--- config.mk ---
export PLATFORM = sky130hd
export DESIGN_NAME = dbell_mailbox
export DESIGN_NICKNAME = d
export VERILOG_FILES = /design/src/rtl/dbell_pkg.sv /design/src/rtl/dbell_apb_decode.sv /design/src/rtl/dbell_channel.sv /design/src/rtl/dbell_rd_mux.sv /design/src/rtl/dbell_mailbox.sv
export SDC_FILE = /design/constraint.sdc
export NUM_CORES = 1
export LEC_CHECK = 0
export BUFFER_PORTS_ARGS = -buffer_cell sky130_fd_sc_hd__clkbuf_2
export CELL_PAD_IN_SITES_DETAIL_PLACEMENT = 1
export CELL_PAD_IN_SITES_GLOBAL_PLACEMENT = 1
export CORE_ASPECT_RATIO = 1.5
export CORE_MARGIN = 2
export CORE_UTILIZATION = 43
export CTS_BUF_LIST = sky130_fd_sc_hd__clkbuf_16
export CTS_CLUSTER_DIAMETER = 60
export DETAILED_ROUTE_END_ITERATION = 8
export GPL_TIMING_DRIVEN = 0
export PLACE_DENSITY = 0.79
export SETUP_SLACK_MARGIN = 0.15
export SYNTH_ARGS = -nofsm -noshare
export SYNTH_HDL_FRONTEND = slang
export SYNTH_SLANG_ARGS = --single-unit
--- constraint.sdc ---
create_clock -name clk_i -period 4.92 [get_ports clk_i]
set_input_delay 1.476 -clock clk_i [delete_from_list [all_inputs] [get_ports clk_i]]
set_output_delay 1.476 -clock clk_i [all_outputs]
set_load 0.02 [all_outputs]
--- src/rtl/dbell_pkg.sv ---
package dbell_pkg;
  localparam int unsigned NUM_CH   = 3;
  localparam int unsigned SEC_CH   = 2;
  localparam int unsigned OFF_STAT = 32'h00;
  localparam int unsigned OFF_SET  = 32'h08;
  localparam int unsigned OFF_CLR  = 32'h10;

  // channel window bases: 0x000, 0x020, then 0x200 steps
  function automatic int unsigned ch_base(int unsigned idx);
    if (idx == 0)      return 32'h000;
    else if (idx == 1) return 32'h020;
    else               return 32'h200 * (idx - 1);
  endfunction
endpackage

--- src/rtl/dbell_apb_decode.sv ---
module dbell_apb_decode
  import dbell_pkg::*;
#(
  parameter int unsigned ADDR_W = 12,
  parameter int unsigned N_CH   = NUM_CH,
  parameter int unsigned S_CH   = SEC_CH
) (
  input  logic              clk_i,
  input  logic              rst_ni,
  input  logic              psel_i,
  input  logic              penable_i,
  input  logic              pwrite_i,
  input  logic [ADDR_W-1:0] paddr_i,
  input  logic [2:0]        pprot_i,
  output logic [N_CH-1:0]   set_we_o,
  output logic [N_CH-1:0]   clr_we_o,
  output logic [N_CH-1:0]   rd_sel_o,
  output logic              deny_o
);
  localparam int unsigned WA = ADDR_W - 2;

  logic            access;
  logic            nonsec;
  logic [N_CH-1:0] deny_c;
  logic            unused_bits;

  assign access      = psel_i & penable_i;
  assign nonsec      = pprot_i[1];
  assign unused_bits = ^{pprot_i[2], pprot_i[0], paddr_i[1:0]};

  for (genvar g = 0; g < N_CH; g++) begin : g_ch
    localparam logic [ADDR_W-1:0] A_STAT = ADDR_W'(ch_base(g) + OFF_STAT);
    localparam logic [ADDR_W-1:0] A_SET  = ADDR_W'(ch_base(g) + OFF_SET);
    localparam logic [ADDR_W-1:0] A_CLR  = ADDR_W'(ch_base(g) + OFF_CLR);

    logic hit_stat, hit_set, hit_clr, blocked;

    assign hit_stat = paddr_i[ADDR_W-1:2] == A_STAT[ADDR_W-1:2];
    assign hit_set  = paddr_i[ADDR_W-1:2] == A_SET[ADDR_W-1:2];
    assign hit_clr  = paddr_i[ADDR_W-1:2] == A_CLR[ADDR_W-1:2];

    if (g == S_CH) begin : g_sec
      assign blocked = nonsec & (hit_stat | hit_set | hit_clr);
    end else begin : g_open
      assign blocked = 1'b0;
    end

    assign deny_c[g]   = blocked;
    assign set_we_o[g] = access & pwrite_i & hit_set & ~blocked;
    assign clr_we_o[g] = access & pwrite_i & hit_clr & ~blocked;
    assign rd_sel_o[g] = psel_i & ~pwrite_i & hit_stat & ~blocked;
  end

  assign deny_o = access & (|deny_c);

  AST_ONE_STROBE: assert property (@(posedge clk_i) disable iff (!rst_ni)
    $onehot0({set_we_o, clr_we_o})) else $error("strobe overlap");
  AST_NO_SETUP_WR: assert property (@(posedge clk_i) disable iff (!rst_ni)
    !(psel_i && penable_i) |-> (set_we_o == '0 && clr_we_o == '0)) else $error("setup wr");
  AST_RD_ONEHOT: assert property (@(posedge clk_i) disable iff (!rst_ni)
    $onehot0(rd_sel_o)) else $error("read select overlap");
  if (WA < 2) begin : g_bad_w
    initial $error("address too narrow");
  end
endmodule

--- src/rtl/dbell_channel.sv ---
module dbell_channel #(
  parameter int unsigned DATA_W = 32
) (
  input  logic              clk_i,
  input  logic              rst_ni,
  input  logic              set_we_i,
  input  logic              clr_we_i,
  input  logic [DATA_W-1:0] wdata_i,
  output logic [DATA_W-1:0] stat_o,
  output logic              irq_o
);
  logic [DATA_W-1:0] stat_q, stat_d, set_mask, clr_mask;
  logic              irq_q;

  assign set_mask = set_we_i ? wdata_i : '0;
  assign clr_mask = clr_we_i ? wdata_i : '0;
  // clear wins over set on overlapping bits
  assign stat_d   = (stat_q | set_mask) & ~clr_mask;

  always_ff @(posedge clk_i or negedge rst_ni) begin
    if (!rst_ni) begin
      stat_q <= '0;
      irq_q  <= 1'b0;
    end else begin
      stat_q <= stat_d;
      irq_q  <= |stat_d;
    end
  end

  assign stat_o = stat_q;
  assign irq_o  = irq_q;

  AST_IRQ_OR: assert property (@(posedge clk_i) disable iff (!rst_ni)
    irq_o == (|stat_o)) else $error("irq mismatch");
  AST_SET_STICKS: assert property (@(posedge clk_i) disable iff (!rst_ni)
    (set_we_i && !clr_we_i) |=> ((stat_o & $past(wdata_i)) == $past(wdata_i))) else $error("set lost");
  AST_SET_KEEPS: assert property (@(posedge clk_i) disable iff (!rst_ni)
    (set_we_i && !clr_we_i) |=> ((stat_o & $past(stat_o)) == $past(stat_o))) else $error("set dropped bits");
  AST_CLR_DONE: assert property (@(posedge clk_i) disable iff (!rst_ni)
    clr_we_i |=> ((stat_o & $past(wdata_i)) == '0)) else $error("clear failed");
  AST_IDLE_HOLD: assert property (@(posedge clk_i) disable iff (!rst_ni)
    (!set_we_i && !clr_we_i) |=> $stable(stat_o)) else $error("flags moved");
endmodule

--- src/rtl/dbell_rd_mux.sv ---
module dbell_rd_mux #(
  parameter int unsigned DATA_W = 32,
  parameter int unsigned N_CH   = 3
) (
  input  logic [N_CH-1:0]             sel_i,
  input  logic [N_CH-1:0][DATA_W-1:0] data_i,
  output logic [DATA_W-1:0]           data_o
);
  always_comb begin
    data_o = '0;
    for (int i = 0; i < N_CH; i++) begin
      if (sel_i[i]) data_o = data_o | data_i[i];
    end
  end
endmodule

--- src/rtl/dbell_mailbox.sv ---
module dbell_mailbox
  import dbell_pkg::*;
#(
  parameter int unsigned DATA_W = 32,
  parameter int unsigned ADDR_W = 12
) (
  input  logic              clk_i,
  input  logic              rst_ni,
  input  logic              psel_i,
  input  logic              penable_i,
  input  logic              pwrite_i,
  input  logic [ADDR_W-1:0] paddr_i,
  input  logic [DATA_W-1:0] pwdata_i,
  input  logic [2:0]        pprot_i,
  output logic [DATA_W-1:0] prdata_o,
  output logic              pready_o,
  output logic              pslverr_o,
  output logic [NUM_CH-1:0] irq_o
);
  localparam logic [ADDR_W-1:0] SEC_STAT = ADDR_W'(ch_base(SEC_CH) + OFF_STAT);

  logic [NUM_CH-1:0]             set_we, clr_we, rd_sel;
  logic [NUM_CH-1:0][DATA_W-1:0] stat_w;
  logic                          deny;

  dbell_apb_decode #(
    .ADDR_W(ADDR_W), .N_CH(NUM_CH), .S_CH(SEC_CH)
  ) u_decode (
    .clk_i     (clk_i),
    .rst_ni    (rst_ni),
    .psel_i    (psel_i),
    .penable_i (penable_i),
    .pwrite_i  (pwrite_i),
    .paddr_i   (paddr_i),
    .pprot_i   (pprot_i),
    .set_we_o  (set_we),
    .clr_we_o  (clr_we),
    .rd_sel_o  (rd_sel),
    .deny_o    (deny)
  );

  for (genvar g = 0; g < NUM_CH; g++) begin : g_chan
    dbell_channel #(.DATA_W(DATA_W)) u_chan (
      .clk_i    (clk_i),
      .rst_ni   (rst_ni),
      .set_we_i (set_we[g]),
      .clr_we_i (clr_we[g]),
      .wdata_i  (pwdata_i),
      .stat_o   (stat_w[g]),
      .irq_o    (irq_o[g])
    );
  end

  dbell_rd_mux #(.DATA_W(DATA_W), .N_CH(NUM_CH)) u_rd_mux (
    .sel_i  (rd_sel),
    .data_i (stat_w),
    .data_o (prdata_o)
  );

  assign pready_o  = 1'b1;
  assign pslverr_o = deny;

  AST_SEC_ERR: assert property (@(posedge clk_i) disable iff (!rst_ni)
    (psel_i && penable_i && pprot_i[1] && paddr_i[ADDR_W-1:2] == SEC_STAT[ADDR_W-1:2])
    |-> pslverr_o) else $error("secure read not refused");
  AST_SEC_FROZEN: assert property (@(posedge clk_i) disable iff (!rst_ni)
    pslverr_o |=> $stable(stat_w[SEC_CH])) else $error("refused write landed");
  AST_SEC_RD_ZERO: assert property (@(posedge clk_i) disable iff (!rst_ni)
    pslverr_o |-> prdata_o == '0) else $error("refused read leaked");
  AST_SECURE_OK: assert property (@(posedge clk_i) disable iff (!rst_ni)
    !pprot_i[1] |-> !pslverr_o) else $error("secure access refused");
endmodule

==> flow_summary.ini, run 1 <==
[outcome]
status = completed

[yosys]
yosys.cell_types.count = 43
synth-main-ff-cell = dfrtp_1
synth_area_leader_cell = dfrtp_1
synth-seq-cells = 99
synth_edf_count = 0
yosysWarnings = 0
synth_area_per_cell_um2 = 8.28
synthTopCellsByArea = dfrtp_1, a21oi_1, a222oi_1
synth_fp_nets = 739
ys_seq_area_share_pct = 43.5
synth_cells = 687
synth_top_area_share_pct = 43.5
async_flop_share_pct = 100
synth_area_mm2 = 0.00569

[critical_path]
slowest_stage = or4_4
critPathBufInv = 4
crit_path_max_incr_delay_ps = 590
arrival_ps = 3250
critPathRequiredTime_ps = 3440
path_max_fanout = 10
path_class = in -> out
start_kind = input pin
path_common_cell = clkbuf_2
path_cells = clkbuf_2, or4_4, nor3_4, clkbuf_4, a222oi_1, inv_1, clkbuf_2
crit_path_end_kind = output pin
critPathTopFamily = simple AND/OR/NAND/NOR gates

[power_and_ir_drop]
power_frac_comb_pct = 8.1
power.share.sequential_pct = 48.3
p_leak_nw = 3.29
power_switching_mw = 0.445
ir_drop_v = 0.000166
power_density_mw_per_mm2 = 256
p_int_mw = 1.26
p_sw_share_pct = 26.1
clockPowerShare_pct = 43.7

[clock_network]
root_buffer = clkbuf_16
numCtsBuffers = 9
cts_tree = yes
cts.sinks = 99
clkSlewWorstSetupHoldPaths_ps = 70
clock_latency_ps = 360
clockBufferDepth = 2
cts_max_level = 3
cts_hold_buf = 0

[floorplanning]
core_area_mm2 = 0.0130
die_h_um = 145
chipWidth_um = 97.9
start_util_pct = 43.9
io_pins = 89
row_count = 51
fp.dieArea_mm2 = 0.0142

[global_route]
grtUsageTotal_pct = 31.4
grt_pass1_wl_um = 34800
grt_overflow = 0
grt_max_degree = 100
antenna_found_initial = 0
first_global_vias = 6399

[timing]
fin_crit_sh_pct = 96.1
fin_crit_ps = 4730
finalMaxSlewViolations = 0
tns_ps = 0
worst_pin_slew_ps = 834
hold_slack_ps = 532
clock.fmax_mhz = 212
hold_violations = 0
max_slew_margin_pct = 44.4
setup_violations = 0
clock_skew_ps = 12.2
rsz0062_at_grt = false

[detailed_routing]
drcViolationCount = 0
drt_iter0_drc = 590
drt_first_pass_iters = 7
via_count = 6055
wire_per_inst_um = 23.8
drt-total-wl_um = 22300
antenna_left = 0
viasPerCell = 6.45

[final_layout]
finalNetCount = 827
area_growth_pct = 17.0
antennaDiodeCount = 0
final_area_mm2 = 0.00666
drive_gt1_share_pct = 17.3

[min_path]
hp-class = reg -> reg

[run]
maxCapViolations = 0

[placement]
gp_congestion = 0.901
placed_area_mm2 = 0.00627
io_buffer_count = 75
dp_hpwl_um = 15700
## cell usage after synthesis (all sizes together) (3+ instances only)
master  count
a21oi     185
dfrtp      99
inv        67
nor2       47
clkbuf     38
o21ai      36
a222oi     32
nor3       25
buf        21
o22ai      19
a211oi     18
a22oi      13
nor4       12
and2       11
nand2b      8
o21bai      6
or2         6
nand2       5
o21a        5
and4        4
nor2b       4
nand4       3
or4         3
## power groups by stage
| stage | logic, mW | clock network (mW) | registers, mW |
|---|---|---|---|
| after floorplan | 0.0649 | 0 | 0.837 |
| after global placement | 0.129 | 0 | 0.838 |
| after detailed placement | 0.135 | 0 | 0.838 |
| after CTS | 0.136 | 0.747 | 0.822 |
| after global routing | 0.151 | 0.778 | 0.823 |
| final | 0.137 | 0.744 | 0.822 |
## layer usage
| layer | wire length [um] | part of all wire [%] | vias to the layer above | GRT usage, % |
|---|---|---|---|---|
| li1 | - | - | 2723 | - |
| met1 | 8700 | 39 | 2995 | 37.8 |
| met2 | 11200 | 50 | 264 | 54.2 |
| met3 | 1290 | 5.8 | 73 | 4.24 |
| met4 | 1180 | 5.3 | 0 | 16.3 |
| met5 | 0 | 0 | - | 0 |
## layout make-up
cell class | instances | area, um2
timing repair buffer | 77 | 412
buffer | 59 | 299
multi-input combinational | 462 | 2720
inverter | 67 | 251
fill | 1642 | 6290
clock buffer | 9 | 225
tap | 159 | 199
clock inverter | 7 | 75.1
sequential | 99 | 2480
## per-stage QoR
| stage | power (mW) | utilization, % | setup slack, ps | cells |
|---|---|---|---|---|
| global route | 1.75 | 51.4 | 162 | 939 |
| global placement | 0.967 | 48.4 | -734 | 921 |
| detailed placement | 0.973 | 48.4 | -758 | 921 |
| CTS | 1.71 | 51.3 | 148 | 939 |
| floorplan | 0.902 | - | 314 | 687 |
| finish | 1.70 | 51.4 | 192 | 939 |
## worst reg2reg max path, delay by kind of cell (launching register included)
family	cells	cell delay, ps
and+or+nand+nor	2	800
AOI/OAI and AO/OA	3	520
DFF	1	410
buffers and inverters	1	60
## path summary, 6_finish.rpt
path                       slack [ps]  cells past startpoint                           to                        start
max                               190                      7                 prdata_o[18]                   paddr_i[8]
min                               530                      2  g_chan[2].u_chan.stat_o[23]  g_chan[2].u_chan.stat_o[23]
max reg2reg                      2970                      6       g_chan[0].u_chan.irq_o   g_chan[0].u_chan.stat_o[0]
min reg2reg                       530                      2  g_chan[2].u_chan.stat_o[23]  g_chan[2].u_chan.stat_o[23]
max in group asynchronous        3140                      1  g_chan[0].u_chan.stat_o[23]                       rst_ni
min in group asynchronous        1230                      1  g_chan[1].u_chan.stat_o[28]                       rst_ni
## state kept, by name, summed over array words and instances (netlist names)
signal and count:
g_chan.u_chan.irq_o 3, g_chan.u_chan.stat_o 96
## logic make-up after synthesis
kind of cell / after synthesis / synth area share (%)
buffers and inverters: 126 / 9.08
other: 1 / 0.0659
flip-flops: 99 / 43.5
AO/OA/AOI/OAI: 320 / 33.6
AND/OR/NAND/NOR: 141 / 13.8
## cell usage in the layout, fill, tap and decap left out, types with 13 or more instances in the layout
| cell type | synthesis | final |
|---|---|---|
| a222oi_1 | 32 | 32 |
| inv_1 | 67 | 67 |
| o21ai_0 | 36 | 36 |
| dfrtp_1 | 99 | 99 |
| o22ai_1 | 19 | 19 |
| clkbuf_1 | 38 | 29 |
| a211oi_1 | 18 | 18 |
| a21oi_1 | 185 | 185 |
| nor2_1 | 46 | 45 |
| clkbuf_2 | 0 | 74 |
| nor3_1 | 25 | 23 |
| a22oi_1 | 13 | 13 |
## timing repair
action,in CTS,in global routing
buffers inserted,2,0
pin swaps,1,0
gates resized for setup,19,8
setup endpoints to repair,32,14
gates cloned,0,0
Power figures use the tool's default switching activity.
==> inputs of run 2 (changes only) <==
--- a/config.mk
+++ b/config.mk
@@ -13,6 +13,7 @@
 export CORE_UTILIZATION = 43
 export CTS_BUF_LIST = sky130_fd_sc_hd__clkbuf_16
 export CTS_CLUSTER_DIAMETER = 60
+export CTS_CLUSTER_SIZE = 24
 export DETAILED_ROUTE_END_ITERATION = 8
 export GPL_TIMING_DRIVEN = 0
 export PLACE_DENSITY = 0.79
==> constraint.sdc (replaced) <==
create_clock -name clk_i -period 4.4 [get_ports clk_i]
set_input_delay 1.32 -clock clk_i [delete_from_list [all_inputs] [get_ports clk_i]]
set_output_delay 1.32 -clock clk_i [all_outputs]
set_load 0.02 [all_outputs]
==> run 2 against run 1 <==
Against the previous run:
- non-clock buffer count up 4
- cell count up 0.43%
- hold slack better by 10 ps
- worst setup slack worse by 49 ps
- die area unchanged
- via count up 1.7%
- count of clock-buffer cells in the layout unchanged
- critical path depth up 1
- utilization up 1.3 points
- sequential share of layout area down 0.92 points
- sequential power up 12%
==> flow_summary.ini, run 2 (synthesized netlist as in run 1, its figures left out) <==
[timing]
tns_ps = 0
fin_crit_sh_pct = 96.8
hold_slack_ps = 542
finalMaxSlewViolations = 0
hold_violations = 0
worst_pin_slew_ps = 895
clock_skew_ps = 6.03
max_slew_margin_pct = 40.3
fin_crit_ps = 4260
setup_violations = 0
clock.fmax_mhz = 235
worst_slack_ps = 143
rsz0062_at_grt = true

[min_path]
hp-class = reg -> reg

[clock_network]
root_buffer = clkbuf_16
cts_tree = yes
clockBufferDepth = 2
clock_latency_ps = 360
cts_hold_buf = 0
cts.sinks = 99
numCtsBuffers = 9
cts_max_level = 3
clkSlewWorstSetupHoldPaths_ps = 70

[critical_path]
slowest_stage = or4b_4
path_max_fanout = 10
path_cells = clkbuf_2, or4b_4, nor3_4, buf_12, buf_12, a222oi_1, inv_1, clkbuf_2
arrival_ps = 2940
start_kind = input pin
crit_path_max_incr_delay_ps = 580
critPathRequiredTime_ps = 3080
critPathTopFamily = simple AND/OR/NAND/NOR gates
path_class = in -> out
critPathBufInv = 5
crit_path_end_kind = output pin

[global_route]
antenna_found_initial = 0
grtUsageTotal_pct = 32.1
grt_pass1_wl_um = 35600
first_global_vias = 6633
grt_overflow = 0
grt_max_degree = 100

[floorplanning]
chipWidth_um = 97.9
io_pins = 89
die_h_um = 145
core_area_mm2 = 0.0130
row_count = 51
fp.dieArea_mm2 = 0.0142
start_util_pct = 43.9

[final_layout]
antennaDiodeCount = 0
final_cells = 943
area_growth_pct = 20.0
drive_gt1_share_pct = 18.1
final_area_mm2 = 0.00683
utilization_pct = 52.7
finalNetCount = 831
fillers = 1596
largest_register_ffs = 96
layout.cells.most_common = a21oi_1
layout_common_cells = a21oi_1, dfrtp_1, inv_1, clkbuf_2, nor2_1

[power_and_ir_drop]
finalPower_mw = 2.01
ir_drop_v = 0.000156
power_density_mw_per_mm2 = 295
p_leak_nw = 3.37

[placement]
gp_congestion = 0.910
pre_cts_slack_ps = -936
dpl.cell_count = 921
dp_hpwl_um = 15700
io_buffer_count = 75
placed_area_mm2 = 0.00628

[run]
maxCapViolations = 0

[detailed_routing]
wire_per_inst_um = 24.2
drcViolationCount = 0
drt_iter0_drc = 565
drt-total-wl_um = 22800
via_count = 6160
viasPerCell = 6.53
drt_first_pass_iters = 6
antenna_left = 0

[outcome]
status = completed
==> run 2: worst register-to-register path, stage by stage (launching register included) <==
cell and delay [ps]:
dfrtp_1 410, nand2b_1 140, a21boi_0 370, o22ai_1 130
or4_1 570, nand4b_1 250
==> run 2: layout make-up <==
class	count	area, um2	area share (%)
Clock inverter	7	114	1.67
Sequential cell	99	2480	36.3
Inverter	67	251	3.68
Clock buffer	9	225	3.30
Buffer	59	358	5.24
Tap cell	159	199	2.91
Timing Repair Buffer	81	472	6.91
Multi-Input combinational cell	462	2730	40.0
==> run 2: repair_timing <==
item                                    CTS  global route
gates resized for setup                  31            32
pin swaps                                 2             3
endpoints found under the setup margin   32            33
setup buffers                             2             4
==> run 2: report_power, final <==
group / switching, mW / internal, mW / total [mW]
Combinational: 0.108 / 0.0476 / 0.155
Clock: 0.381 / 0.556 / 0.937
Sequential: 0.00436 / 0.915 / 0.920
Total: 0.493 / 1.52 / 2.01
==> run 2: final timing paths <==
kind | slack [ps] | cells past startpoint | startpoint | end
max | 140 | 8 | paddr_i[6] | prdata_o[5]
min | 540 | 2 | g_chan[2].u_chan.stat_o[23] | g_chan[2].u_chan.stat_o[23]
max reg2reg | 2350 | 5 | g_chan[0].u_chan.stat_o[1] | g_chan[0].u_chan.irq_o
min reg2reg | 540 | 2 | g_chan[2].u_chan.stat_o[23] | g_chan[2].u_chan.stat_o[23]
max in group asynchronous | 2710 | 1 | rst_ni | g_chan[1].u_chan.stat_o[4]
min in group asynchronous | 1000 | 1 | rst_ni | g_chan[1].u_chan.stat_o[28]
==> run 2: metal layers <==
layer	up-vias	part of all wire (%)	GRT usage [%]
met3	92	5.0	3.61
met2	254	50	54.5
met4	0	6.3	21.5
li1	2719	-	-
met1	3095	39	37.6
met5	-	0	0
==> inputs of run 3 (changes only) <==
--- a/config.mk
+++ b/config.mk
@@ -5,18 +5,18 @@
 export SDC_FILE = /design/constraint.sdc
 export NUM_CORES = 1
 export LEC_CHECK = 0
-export BUFFER_PORTS_ARGS = -buffer_cell sky130_fd_sc_hd__clkbuf_2
 export CELL_PAD_IN_SITES_DETAIL_PLACEMENT = 1
 export CELL_PAD_IN_SITES_GLOBAL_PLACEMENT = 1
 export CORE_ASPECT_RATIO = 1.5
 export CORE_MARGIN = 2
-export CORE_UTILIZATION = 43
+export CORE_UTILIZATION = 47
 export CTS_BUF_LIST = sky130_fd_sc_hd__clkbuf_16
 export CTS_CLUSTER_DIAMETER = 60
 export CTS_CLUSTER_SIZE = 24
 export DETAILED_ROUTE_END_ITERATION = 8
+export DONT_BUFFER_PORTS = 1
 export GPL_TIMING_DRIVEN = 0
-export PLACE_DENSITY = 0.79
+export PLACE_DENSITY = 0.77
 export SETUP_SLACK_MARGIN = 0.15
 export SYNTH_ARGS = -nofsm -noshare
 export SYNTH_HDL_FRONTEND = slang
==> run 3 against run 2 <==
Against the previous run:
- die area is 8.2% lower
- global-route usage grew 1.7 points
- cell count decreased by 8.9%
- count of clock-buffer cells in the layout unchanged
- combinational power down 38%
- utilization grew 0.25 points
- critical path depth decreased by 3
- power is 6.5% lower
- clock power down 7.7%
- fmax grew 0.66%
- cell area shrank 7.7%
- largest cell class unchanged
==> flow_summary.ini, run 3 (synthesized netlist as in run 1, its figures left out) <==
[critical_path]
critPathRequiredTime_ps = 3080
path_max_fanout = 10
path_cells = or4_4, nor3_4, clkbuf_4, a222oi_1, inv_1
slowest_stage = or4_4
r2r_setup_slack_ps = 2460
r2r_end = g_chan[1].u_chan.irq_o
start_kind = input pin
arrival_ps = 2910
r2r_cells = 4
r2r-start = g_chan[1].u_chan.stat_o[26]
crit_path_max_incr_delay_ps = 590
path_class = in -> out
crit_path_end_kind = output pin

[timing]
clock_skew_ps = 4.05
rsz0062_at_grt = false
clock.fmax_mhz = 236
fin_crit_sh_pct = 96.1
worst_slack_ps = 171
fin_crit_ps = 4230
max_slew_margin_pct = 28.0
setup_violations = 0
finalMaxSlewViolations = 0
tns_ps = 0
worst_pin_slew_ps = 1080
hold_violations = 0

[detailed_routing]
drt_first_pass_iters = 6
wire_per_inst_um = 25.4
via_count = 5755
drt-total-wl_um = 21800
antenna_left = 0
drcViolationCount = 0
drt_iter0_drc = 524
viasPerCell = 6.70

[global_route]
grt_pass1_wl_um = 33500
grt_overflow = 0
first_global_vias = 5945
grt_max_degree = 100
antenna_found_initial = 0
grtUsageTotal_pct = 33.8

[min_path]
whs_endpoint = g_chan[0].u_chan.stat_o[6]
min_from = g_chan[0].u_chan.stat_o[6]
hp-class = reg -> reg
worstHoldPathCells = 2

[power_and_ir_drop]
p_leak_nw = 2.97
p_int_mw = 1.45
p_sw_share_pct = 23.2
power_switching_mw = 0.436
clockPowerShare_pct = 46.0
power_frac_comb_pct = 5.1
ir_drop_v = 0.000244
power_density_mw_per_mm2 = 299
power.share.sequential_pct = 48.9

[clock_network]
cts.sinks = 99
cts_max_level = 3
root_buffer = clkbuf_16
cts_tree = yes
numCtsBuffers = 9
cts_hold_buf = 0
clockBufferDepth = 2
clkSlewWorstSetupHoldPaths_ps = 70
clock_latency_ps = 340

[final_layout]
layout.cells.most_common = a21oi_1
final_cells = 859
fillers = 1452
multi_input_area_mm2 = 0.00273
antennaDiodeCount = 0
largest_register_ffs = 96
finalNetCount = 753
layout_common_cells = a21oi_1, dfrtp_1, inv_1, nor2_1, o21ai_0
seqCellArea_mm2 = 0.00248
area_growth_pct = 10.7
drive_gt1_share_pct = 8.78

[floorplanning]
core_area_mm2 = 0.0119
fp.dieArea_mm2 = 0.0130
io_pins = 89
chipWidth_um = 93.9
row_count = 49
start_util_pct = 47.9
die_h_um = 139

[placement]
dpl.cell_count = 840
io_buffer_count = 0
pre_cts_slack_ps = -857
dp_hpwl_um = 15100
gp_congestion = 0.880

[outcome]
status = completed

[run]
maxCapViolations = 0
==> run 3: changes by cell type in the layout (fill, tap and decap cells not counted), sizes merged <==
cell      before  now
buf           47   24
clkbuf       102   47
clkinvlp       0    3
clkinv         3    2
inv           68   67
bufinv         3    2
==> run 3: layout make-up <==
type	count	area share, %
Buffer	59	4.75
Clock buffer	9	3.57
Clock inverter	7	1.47
Inverter	67	3.99
Multi-Input combinational cell	462	43.3
Sequential cell	99	39.3
Tap cell	153	3.04
Timing Repair Buffer	3	0.556
==> run 3: worst max-delay path by stage <==
| stage | start | end | slack, ps | cells past startpoint |
|---|---|---|---|---|
| 3_5_place_dp | paddr_i[8] | prdata_o[5] | -860 | 5 |
| 3_3_place_gp | paddr_i[8] | prdata_o[5] | -820 | 5 |
| 4_1_cts | paddr_i[8] | prdata_o[5] | 160 | 5 |
| 6_report | paddr_i[8] | prdata_o[5] | 170 | 5 |
| 5_1_grt | paddr_i[11] | prdata_o[18] | 140 | 7 |
| 2_1_floorplan | paddr_i[8] | prdata_o[2] | 260 | 5 |
==> run 3: power by group through the flow <==
stage,registers [mW],clock network [mW],logic (mW)
after floorplan,0.936,0,0.0726
after global placement,0.937,0,0.0897
after detailed placement,0.937,0,0.0937
after CTS,0.919,0.871,0.0953
after global routing,0.920,0.908,0.106
final,0.919,0.865,0.0967
==> run 3: critical path: cells and delay by family <==
family                 cells  cell delay (ps)
AO/OA/AOI/OAI              1              150
AND/OR/NAND/NOR            2              900
buffers and inverters      2              540
==> run 3: repair_timing <==
item,4_1_cts,5_1_grt
gates resized for setup,22,3
pin swaps,1,2
endpoints found under the setup margin,32,28
setup buffers,2,1
==> run 3: layer usage <==
metal / share of wire (%) / wire length [um] / track usage, %
met1: 39 / 8470 / 43.2
met2: 49 / 10800 / 55.3
met3: 6.2 / 1360 / 4.84
met4: 5.4 / 1190 / 17.2
met5: 0 / 0 / 0
==> run 3: per-stage QoR <==
step	hold WS, ps	utilization [%]	power [mW]	instance area, um2
floorplan	488	-	1.01	5690
global placement	502	49.5	1.03	5880
detailed placement	519	49.5	1.03	5880
CTS	536	52.9	1.89	6290
global route	563	53.0	1.93	6300
finish	532	53.0	1.88	6300
